**src/rtl/unlock_pkg.sv**
```systemverilog
package unlock_pkg;

  localparam int KEY_LEN = 4;
  localparam int POS_W   = $clog2(KEY_LEN);
  localparam int BANK_W  = 2;
  localparam int NUM_BANKS = 3;

  function automatic logic [7:0] key_byte(input logic [POS_W-1:0] idx);
    case (idx)
      2'd0:    key_byte = 8'h07;
      2'd1:    key_byte = 8'h0D;
      2'd2:    key_byte = 8'h06;
      default: key_byte = 8'h12;
    endcase
  endfunction

  typedef struct packed {
    logic key_wr;    // plain write to the key address
    logic other;     // any access that is not a plain key-address write
  } acc_kind_t;

endpackage

```
**src/rtl/unlock_access_classify.sv**
```systemverilog
module unlock_access_classify
  import unlock_pkg::*;
#(
  parameter int ADDR_W   = 5,
  parameter int KEY_ADDR = 7
) (
  input  logic [ADDR_W-1:0] addr,
  input  logic              wr_en,
  input  logic              rd_en,
  output acc_kind_t         kind
);
  localparam logic [ADDR_W-1:0] KEY_A = ADDR_W'(KEY_ADDR);

  logic hit;
  assign hit = (addr == KEY_A);

  always_comb begin
    kind.key_wr = wr_en && !rd_en && hit;
    kind.other  = (wr_en || rd_en) && !(wr_en && !rd_en && hit);
  end
endmodule

```
**src/rtl/unlock_key_matcher.sv**
```systemverilog
module unlock_key_matcher
  import unlock_pkg::*;
(
  input  logic      clk,
  input  logic      rst_n,
  input  acc_kind_t kind,
  input  logic [7:0] wdata,
  input  logic      irq_en,
  output logic      unlocked
);
  localparam logic [POS_W-1:0] LAST = POS_W'(KEY_LEN - 1);

  logic             window;
  logic [POS_W-1:0] pos;

  always_ff @(posedge clk) begin
    if (!rst_n) begin
      window   <= 1'b1;
      pos      <= '0;
      unlocked <= 1'b0;
    end else if (!unlocked) begin
      if (kind.other) begin
        window <= 1'b0;
        pos    <= '0;
      end else if (kind.key_wr && !irq_en && window) begin
        if (wdata == key_byte(pos)) begin
          if (pos == LAST) begin
            unlocked <= 1'b1;
            pos      <= '0;
          end else begin
            pos <= pos + 1'b1;
          end
        end else if (wdata == key_byte('0)) begin
          pos <= POS_W'(1);
        end else begin
          pos <= '0;
        end
      end
    end
  end
endmodule

```
**src/rtl/unlock_bank_reg.sv**
```systemverilog
module unlock_bank_reg
  import unlock_pkg::*;
(
  input  logic              clk,
  input  logic              rst_n,
  input  logic              enh,
  input  acc_kind_t         kind,
  input  logic [BANK_W-1:0] sel,
  output logic [BANK_W-1:0] bank
);
  logic sel_ok;
  assign sel_ok = (int'(sel) < NUM_BANKS);

  always_ff @(posedge clk) begin
    if (!rst_n)
      bank <= '0;
    else if (enh && kind.key_wr && sel_ok)
      bank <= sel;
  end
endmodule

```
**src/rtl/mode_unlock.sv**
```systemverilog
module mode_unlock
  import unlock_pkg::*;
#(
  parameter int ADDR_W   = 5,
  parameter int KEY_ADDR = 7
) (
  input  logic              clk,
  input  logic              rst_n,
  input  logic [ADDR_W-1:0] addr,
  input  logic [7:0]        wdata,
  input  logic              wr_en,
  input  logic              rd_en,
  input  logic              irq_en,
  output logic              enh_mode,
  output logic [1:0]        bank_idx
);
  acc_kind_t kind;

  unlock_access_classify #(.ADDR_W(ADDR_W), .KEY_ADDR(KEY_ADDR)) u_cls (
    .addr(addr), .wr_en(wr_en), .rd_en(rd_en), .kind(kind)
  );

  unlock_key_matcher u_match (
    .clk(clk), .rst_n(rst_n), .kind(kind), .wdata(wdata),
    .irq_en(irq_en), .unlocked(enh_mode)
  );

  unlock_bank_reg u_bank (
    .clk(clk), .rst_n(rst_n), .enh(enh_mode), .kind(kind),
    .sel(wdata[BANK_W-1:0]), .bank(bank_idx)
  );
endmodule

```
**config.mk**
```make
export PLATFORM = sky130hd
export DESIGN_NAME = mode_unlock
export DESIGN_NICKNAME = d
export VERILOG_FILES = /design/src/rtl/unlock_pkg.sv /design/src/rtl/unlock_access_classify.sv /design/src/rtl/unlock_key_matcher.sv /design/src/rtl/unlock_bank_reg.sv /design/src/rtl/mode_unlock.sv
export SDC_FILE = /design/constraint.sdc
export NUM_CORES = 1
export LEC_CHECK = 0
export CORE_AREA = 3 3 40 42
export DETAILED_ROUTE_END_ITERATION = 10
export DIE_AREA = 0 0 43 45
export PLACE_DENSITY = 0.8
export SYNTH_ARGS = -nofsm -noshare
export SYNTH_HDL_FRONTEND = slang
export SYNTH_SLANG_ARGS = --single-unit
```
**constraint.sdc**
```tcl
create_clock -name clk -period 1.98 [get_ports clk]
set_input_delay 0.396 -clock clk [delete_from_list [all_inputs] [get_ports clk]]
set_output_delay 0.396 -clock clk [all_outputs]
set_load 0.02 [all_outputs]
```
Word-level counts from Yosys, hierarchy flattened

Cells that the tools add are included.

Bitwise gates (word level): 1
Equality and inequality tests: 6
Reduce and logical (&&, ||, !) cells: 15
Mux-type cells: 15
Add/sub/neg operators: 1
Multiply operators: 0
Divide/modulo/power cells: 0
Shift operators: 0
Magnitude comparators: 1

Operator list:

| kind                                                | count |
|---|---|
| 2-to-1 mux 8 bit                                    | 4 |
| case mux 5 bit (3 select lines)                     | 1 |
| equality test 8 x 3 -> 1 bit, second input constant | 1 |
| equality test 8 bit                                 | 1 |
| 2-to-1 mux 2 bit                                    | 4 |
| logical AND 1 bit                                   | 7 |
| 2-to-1 mux 1 bit                                    | 6 |
| equality test 5 x 3 -> 1 bit, second input constant | 1 |
| equality test 2 bit, second input constant          | 2 |
| AND reduction 2 bit                                 | 2 |
| zero test 1 bit                                     | 3 |
| adder 2 x 1 -> 2 bit, second input constant         | 1 |
| equality test 2 x 1 -> 1 bit, second input constant | 1 |
| zero test 2 bit                                     | 1 |
| < comparator 2 bit, second input constant           | 1 |
| nonzero test 2 bit                                  | 1 |
| logical OR 1 bit                                    | 1 |
| inverter 1 bit                                      | 1 |

Memories kept: 0
Latch bits: 0
Memory bits (writable): 0
Flip-flop bits (word level): 6
Memory bits (read-only): 0
Word-level logic and storage cells: 43
Bits of input ports: 18

Longest topological paths before layout

Gate-level depths: netlist of the first run.

Depth in word-level cells: 14
Depth in mapped cells: 6
Mapped depth without buffers: 6

Modules after synthesis

Synthesis of the first run repeated with hierarchy kept, for this count alone.

Cell total of the unflattened synthesis: 46
Area total of the unflattened synthesis: 441.7 sq um

By module, submodules not included:

| module                 | seq. area each (sq um) | instances | cells each | area an instance (sq um) |
|---|---|---|---|---|
| unlock_key_matcher     | 80.1                   | 1         | 34         | 322.8 |
| unlock_bank_reg        | 40.0                   | 1         | 7          | 83.8 |
| unlock_access_classify | 0.0                    | 1         | 5          | 35.0 |

Worst setup path before layout of the first run

Ideal clock, no wire load.

Kind: reg-to-reg
Start point: register u_match.pos[0]
End point: register u_match.unlocked
Clock period less this slack: 1.443 ns
Arrival time: 1.324 ns
Library setup time: 0.119 ns
Setup slack: 0.537 ns
Cell stages (with the launch flop): 7
Cell sequence: dfxtp_1 -> inv_1 -> ha_1 -> nor4bb_1 -> a311o_1 -> a41oi_1 -> nor2b_1

Longest elaborated chain between the ends: 11

Ends and longest elaborated chain:

| item                                              | RTL line                 | text |
|---|---|---|
| from (decl)                                       | unlock_key_matcher.sv:14 | `logic [POS_W-1:0] pos;` |
| from (signal assigned)                            | unlock_key_matcher.sv:31 | `pos <= pos + 1'b1;` |
| equality test 2 bit, or another cell as far along | unlock_pkg.sv:9          | `case (idx)` |
| case mux 5 bit (3 select lines)                   | unlock_pkg.sv:9          |  |
| 2-to-1 mux 8 bit                                  | unlock_key_matcher.sv:25 | `end else if (kind.key_wr && !irq_en && window) begin` |
| 2-to-1 mux 8 bit                                  | unlock_key_matcher.sv:22 | `if (kind.other) begin` |
| 2-to-1 mux 8 bit                                  | unlock_key_matcher.sv:21 | `end else if (!unlocked) begin` |
| 2-to-1 mux 8 bit                                  | unlock_key_matcher.sv:17 | `if (!rst_n) begin` |
| equality test 8 bit                               | unlock_key_matcher.sv:26 | `if (wdata == key_byte(pos)) begin` |
| 2-to-1 mux 1 bit (*)                              | unlock_key_matcher.sv:26 |  |
| 2-to-1 mux 1 bit (*)                              | unlock_key_matcher.sv:25 |  |
| 2-to-1 mux 1 bit (*)                              | unlock_key_matcher.sv:22 |  |
| 2-to-1 mux 1 bit (*)                              | unlock_key_matcher.sv:21 |  |
| to (signal assigned)                              | unlock_key_matcher.sv:20 | `unlocked <= 1'b0;` |
| to (signal assigned)                              | unlock_key_matcher.sv:28 | `unlocked <= 1'b1;` |
| to (decl)                                         | unlock_key_matcher.sv:9  | `output logic unlocked` |

Every way passes the cells marked *; elsewhere a longest branch is shown, timed or not. The select of a mux whose other input is x is not followed.
A chain may end at the register's enable or synchronous reset.

Worst setup path in the final report of the first run

Start point: register u_match.unlocked
End point: output enh_mode

RTL lines:

| item      | RTL line          | text |
|---|---|---|
| to (decl) | mode_unlock.sv:14 | `output logic enh_mode,` |

No word-level cell between the ends.

==> impl_metrics.py, run 1 <==
metrics = {
    "outcome": {
        "outcome": "complete, no violations",
    },
    "clocking": {
        "hold_buffers": 0,
        "cts_setup_buffers": 0,
        "clk_latency_ns": 0.24,
        "cts_tree": "built",
        "cts_max_level": 1,
        "cts_root_buf": "clkbuf_4",
        "cts_buffer_depth": 2,
        "cts.sinks": 6,
        "cts_buffers": 3,
        "ctsResizeCount": 0,
        "cts.clk_slew.worst_paths_ns": 0.05,
    },
    "sta": {
        "finalClockSkew_ns": 0.000808,
        "setup_viol": 0,
        "fin_crit_ns": 1.74,
        "worstMarginPinSlew_ns": 0.382,
        "post-route-period-util": 0.879,
        "hold_viol_final": 0,
        "setup_slack_ns": 0.240,
        "setup_tns_ns": 0,
        "holdWs_ns": 0.456,
        "relSlewSlack": 0.743,
        "drv_slew": 0,
        "clock.fmax_ghz": 0.575,
        "rsz0062_at_grt": "no",
    },
    "die": {
        "boundaryPins": 21,
        "die_w_um": 43,
        "fp.coreArea_sq_um": 1280,
        "initial_utilization": 0.371,
        "die_y_um": 45,
        "num_rows": 13,
        "die-area_sq_um": 1940,
    },
    "power_and_ir_drop": {
        "comb_power_share": 0.204,
        "seqPwrFrac": 0.413,
        "cell_internal_pwr_uw": 233,
        "power.density_nw_per_um2": 416,
        "swShare": 0.222,
        "power.clock.fraction": 0.383,
        "switchingPower_uw": 66.2,
        "ir_drop_uv": 208,
        "power_uw": 299,
        "leakagePower_nw": 0.278,
    },
    "synthesis": {
        "syn_nets": 73,
        "synth_commonest_cells": "dfxtp_1, ha_1, nand2_1",
        "avgSynthCellArea_sq_um": 9.35,
        "synth.area.top_cells": "dfxtp_1, ha_1, nand4bb_4",
        "synth_edf_count": 0,
        "synth.ff_latch_count": 6,
        "yosysSeqAreaShare": 0.252,
        "yosys_warnings": 0,
        "synthFlopType": "dfxtp_1",
        "async_flop_share": 0,
        "synth_cells": 51,
        "syn_area_sq_um": 477,
        "yosysMostFrequentCell": "dfxtp_1",
        "yosys.area.top_type_share": 0.252,
        "yosysTopAreaCell": "dfxtp_1",
        "yosysUniqueCellTypes": 31,
    },
    "flow_run": {
        "maxCapViolations": 0,
    },
    "placement": {
        "post-place-ws_ns": 0.148,
        "io_buffers": 20,
        "place_congestion": 0.806,
        "dp_hpwl_um": 920,
    },
    "drt": {
        "avgRoutedWirePerCell_um": 12.5,
        "antenna_left": 0,
        "viasPerCell": 5.52,
        "drt_pass1_iterations": 3,
        "drt_first_iter_violations": 10,
        "vias": 491,
        "drc": 0,
        "routed_wl_um": 1110,
    },
    "worst_setup_path": {
        "r2r_setup_slack_ns": 0.42,
        "required_ns": 1.58,
        "crit_chain": "clkdlybuf4s50_1",
        "critical_path.max_stage_delay_ns": 0.66,
        "reg2regPathDepth": 6,
        "arrival_ns": 1.34,
        "reg2reg_to": "u_match.unlocked",
        "crit_path_start_kind": "register",
        "endpoint_kind": "output port",
        "crit_family": "buffers and inverters",
        "cpMaxStageDelayCell": "clkdlybuf4s50_1",
        "cp_max_fo": 7,
        "crit_buf_inv": 1,
        "r2r-start": "u_match.pos[0]",
        "path_class": "reg2out",
    },
    "hold_path": {
        "hp-start": "u_match.window",
        "holdPathStages": 2,
        "holdPathEnd": "u_match.window",
        "hold_class": "reg2reg",
    },
    "final_layout": {
        "final_nets": 98,
        "fillers": 130,
        "multi_input_area_sq_um": 345,
        "final-seq-area_sq_um": 120,
        "antenna_cells": 0,
        "syn_to_final_growth_pct": 50.7,
        "drive_gt1_frac": 0.122,
    },
    "global_route": {
        "use_met2": 0.219,
        "antenna_found_initial": 0,
        "top_usage_layer": "met2",
        "track_usage": 0.128,
        "use_met1": 0.136,
        "grt_pass1_vias": 467,
        "grt_pass1_wl_um": 1840,
        "met3_usage": 0.0598,
        "grt_max_degree": 9,
        "grt_overflow_total": 0,
    },
}
[stage by stage]
| stage | instances | instance area [sq um] | util |
|---|---|---|---|
| final | 89 | 718 | 0.559 |
| after global routing | 89 | 718 | 0.559 |
| after CTS | 89 | 718 | 0.559 |
| after detailed placement | 86 | 696 | 0.541 |
| after global placement | 86 | 696 | 0.541 |
| after floorplan | 51 | 477 | - |
[cells in the final DEF, fill, tap and decap left out, types with 2 or more instances in the layout]
cell	netlist	final
and3b_1	2	2
dfxtp_1	6	6
nand2_1	4	4
nor2b_1	2	2
clkdlybuf4s50_1	0	20
nor3b_1	3	3
nor2_1	2	2
clkbuf_4	0	3
ha_1	4	4
nand4_1	3	3
inv_1	3	3
[registers in the layout, summed over array words and instances (netlist names)]
signal,count
u_match.pos,2
u_bank.bank,2
u_match.window,1
u_match.unlocked,1
[power groups by stage]
| stage | clock network, mW | registers [mW] | logic (mW) |
|---|---|---|---|
| floorplan | 0 | 0.126 | 0.0183 |
| global placement | 0 | 0.126 | 0.0598 |
| detailed placement | 0 | 0.126 | 0.0607 |
| CTS | 0.120 | 0.123 | 0.0608 |
| global route | 0.122 | 0.124 | 0.0654 |
| finish | 0.115 | 0.123 | 0.0608 |
[cells by family after synthesis]
kind of cell             after synthesis  synth area share
buffers and inverters                  3            0.0236
adder cells (fa/ha/maj)                4             0.105
AND/OR/NAND/NOR                       27             0.415
XOR/XNOR                               1            0.0184
AO/OA/AOI/OAI                         10             0.186
flip-flops                             6             0.252
[layout make-up]
type,count,share of cell area
Inverter,3,0.0157
Timing Repair Buffer,20,0.279
Clock buffer,3,0.0314
Sequential cell,6,0.167
Tap cell,15,0.0261
Multi-Input combinational cell,42,0.481
[worst max-delay path by stage]
stage	cells past startpoint	slack, ns	end	start
3_3_place_gp	5	0.19	u_match.unlocked	wdata[0]
6_report	1	0.24	enh_mode	u_match.unlocked
5_1_grt	1	0.19	enh_mode	u_match.unlocked
4_1_cts	1	0.23	enh_mode	u_match.unlocked
2_1_floorplan	6	0.54	u_match.unlocked	u_match.pos[0]
3_5_place_dp	5	0.15	u_match.pos[0]	addr[1]
[layer usage]
layer,vias up,wire (um)
met5,-,0
met4,0,8
met3,2,101
met2,15,534
met1,231,468
li1,243,-
[worst min-delay path: stages (launching register included)]
cell and delay (ns):
dfxtp_1 0.31, nand2_1 0.06, nand2_1 0.04
No activity file was read; power rests on OpenSTA's default activity.
==> run 2: changes to the inputs <==
--- a/config.mk
+++ b/config.mk
@@ -5,9 +5,10 @@
 export SDC_FILE = /design/constraint.sdc
 export NUM_CORES = 1
 export LEC_CHECK = 0
-export CORE_AREA = 3 3 40 42
+export CAP_MARGIN = 20
+export CORE_AREA = 2 2 39 41
 export DETAILED_ROUTE_END_ITERATION = 10
-export DIE_AREA = 0 0 43 45
+export DIE_AREA = 0 0 41 43
 export PLACE_DENSITY = 0.8
 export SYNTH_ARGS = -nofsm -noshare
 export SYNTH_HDL_FRONTEND = slang
==> run 2 against run 1 <==
Cell count is 1.1% higher. Clock power is essentially flat. Clock-buffer cell count unchanged. Routed wire length fell by 5.1%. Critical endpoint unchanged. Largest power group unchanged. Highest routed layer unchanged.
==> impl_metrics.py, run 2 (synthesis results as in run 1) <==
metrics = {
    "outcome": {
        "outcome": "complete, no violations",
    },
    "placement": {
        "place_congestion": 0.809,
        "io_buffers": 20,
        "postPlaceCellArea_sq_um": 697,
        "dp_hpwl_um": 841,
        "dpl.cell_count": 87,
    },
    "die": {
        "num_rows": 14,
        "die_y_um": 43,
        "die_w_um": 41,
        "initial_utilization": 0.344,
        "boundaryPins": 21,
        "die-area_sq_um": 1760,
        "fp.coreArea_sq_um": 1380,
    },
    "final_layout": {
        "layout.cells.non_filler": 90,
        "syn_to_final_growth_pct": 50.9,
        "mostFrequentLayoutCells": "clkdlybuf4s50_1, dfxtp_1, nand2_1, ha_1",
        "finish.instance_area_sq_um": 719,
        "layout_commonest_cell": "clkdlybuf4s50_1",
        "drive_gt1_frac": 0.122,
        "antenna_cells": 0,
        "final_core_util": 0.520,
        "reg_top3": "u_bank.bank x2, u_match.pos x2",
        "final_nets": 98,
    },
    "worst_setup_path": {
        "cpMaxStageDelayCell": "clkdlybuf4s50_1",
        "cp_max_fo": 7,
        "endpoint_kind": "output port",
        "critical_path.max_stage_delay_ns": 0.65,
        "required_ns": 1.58,
        "arrival_ns": 1.33,
        "crit_chain": "clkdlybuf4s50_1",
        "crit_path_start_kind": "register",
        "path_class": "reg2out",
        "crit_buf_inv": 1,
        "crit_family": "buffers and inverters",
    },
    "clocking": {
        "cts.sinks": 6,
        "cts_root_buf": "clkbuf_4",
        "cts.clk_slew.worst_paths_ns": 0.04,
        "cts_tree": "built",
        "cts_setup_buffers": 0,
        "cts_max_level": 1,
        "hold_buffers": 0,
        "cts_buffer_depth": 2,
        "clk_latency_ns": 0.25,
        "cts_buffers": 3,
        "ctsResizeCount": 0,
    },
    "sta": {
        "finalClockSkew_ns": 0.00155,
        "setup_tns_ns": 0,
        "relSlewSlack": 0.777,
        "holdWs_ns": 0.453,
        "setup_viol": 0,
        "hold_viol_final": 0,
        "drv_slew": 0,
        "worstMarginPinSlew_ns": 0.332,
        "fin_crit_ns": 1.72,
        "post-route-period-util": 0.871,
        "clock.fmax_ghz": 0.580,
        "rsz0062_at_grt": "no",
    },
    "drt": {
        "drt_first_iter_violations": 5,
        "antenna_left": 0,
        "viasPerCell": 5.33,
        "avgRoutedWirePerCell_um": 11.7,
        "vias": 480,
        "drt_pass1_iterations": 4,
        "drc": 0,
        "routed_wl_um": 1060,
    },
    "global_route": {
        "antenna_found_initial": 0,
        "grt_pass1_wl_um": 1730,
        "track_usage": 0.145,
        "use_met1": 0.172,
        "grt_max_degree": 9,
        "grt_overflow_total": 0,
        "use_met2": 0.219,
        "top_usage_layer": "met2",
        "grt_pass1_vias": 451,
        "met3_usage": 0.0628,
    },
    "flow_run": {
        "maxCapViolations": 0,
    },
    "power_and_ir_drop": {
        "ir_drop_uv": 295,
        "power.density_nw_per_um2": 415,
        "leakagePower_nw": 0.278,
    },
    "hold_path": {
        "hold_class": "reg2reg",
    },
}
==> run 2: cell counts in the layout (fill, tap and decap cells not counted) <==
No cell type changed its count.
==> run 2: power by group <==
group          internal (mW)  total, mW  switching [mW]  leakage [nW]
Sequential             0.123      0.124        0.000835        0.0487
Clock                 0.0686      0.114          0.0452        0.0138
Combinational         0.0412     0.0610          0.0198         0.216
==> run 2: stage by stage <==
| stage | power [mW] | worst slack [ns] |
|---|---|---|
| 6_report | 0.298 | 0.256 |
| 5_1_grt | 0.316 | 0.212 |
| 4_1_cts | 0.304 | 0.246 |
| 3_5_place_dp | 0.187 | 0.171 |
| 3_3_place_gp | 0.185 | 0.192 |
| 2_1_floorplan | 0.144 | 0.537 |
==> run 2: final timing paths <==
check                           cells after the start  slack, ns        endpoint              from
worst max-delay path                                1       0.26        enh_mode  u_match.unlocked
worst min register to register                      2       0.45  u_match.window    u_match.window
worst min-delay path                                2       0.45  u_match.window    u_match.window
worst max register to register                      6       0.42  u_match.pos[0]    u_match.pos[0]
==> run 2: final cells by class <==
cell class | count | area (sq um)
Tap cell | 16 | 20.0
Inverter | 3 | 11.3
Timing Repair Buffer | 20 | 200
Clock buffer | 3 | 22.5
Sequential cell | 6 | 120
Multi-Input combinational cell | 42 | 345
Fill cell | 148 | 664
==> run 2: per-layer routing <==
metal,part of all wire,vias up
met1,0.43,219
met3,0.076,2
li1,-,243
met5,0,-
met2,0.48,16
met4,0.0095,0
==> run 3: changes to the inputs <==
--- a/config.mk
+++ b/config.mk
@@ -9,6 +9,7 @@
 export CORE_AREA = 2 2 39 41
 export DETAILED_ROUTE_END_ITERATION = 10
 export DIE_AREA = 0 0 41 43
+export GPL_ROUTABILITY_DRIVEN = 0
 export PLACE_DENSITY = 0.8
 export SYNTH_ARGS = -nofsm -noshare
 export SYNTH_HDL_FRONTEND = slang
==> results of run 3 <==
No change in the layout: final DEF, timing and power equal those of run 2.
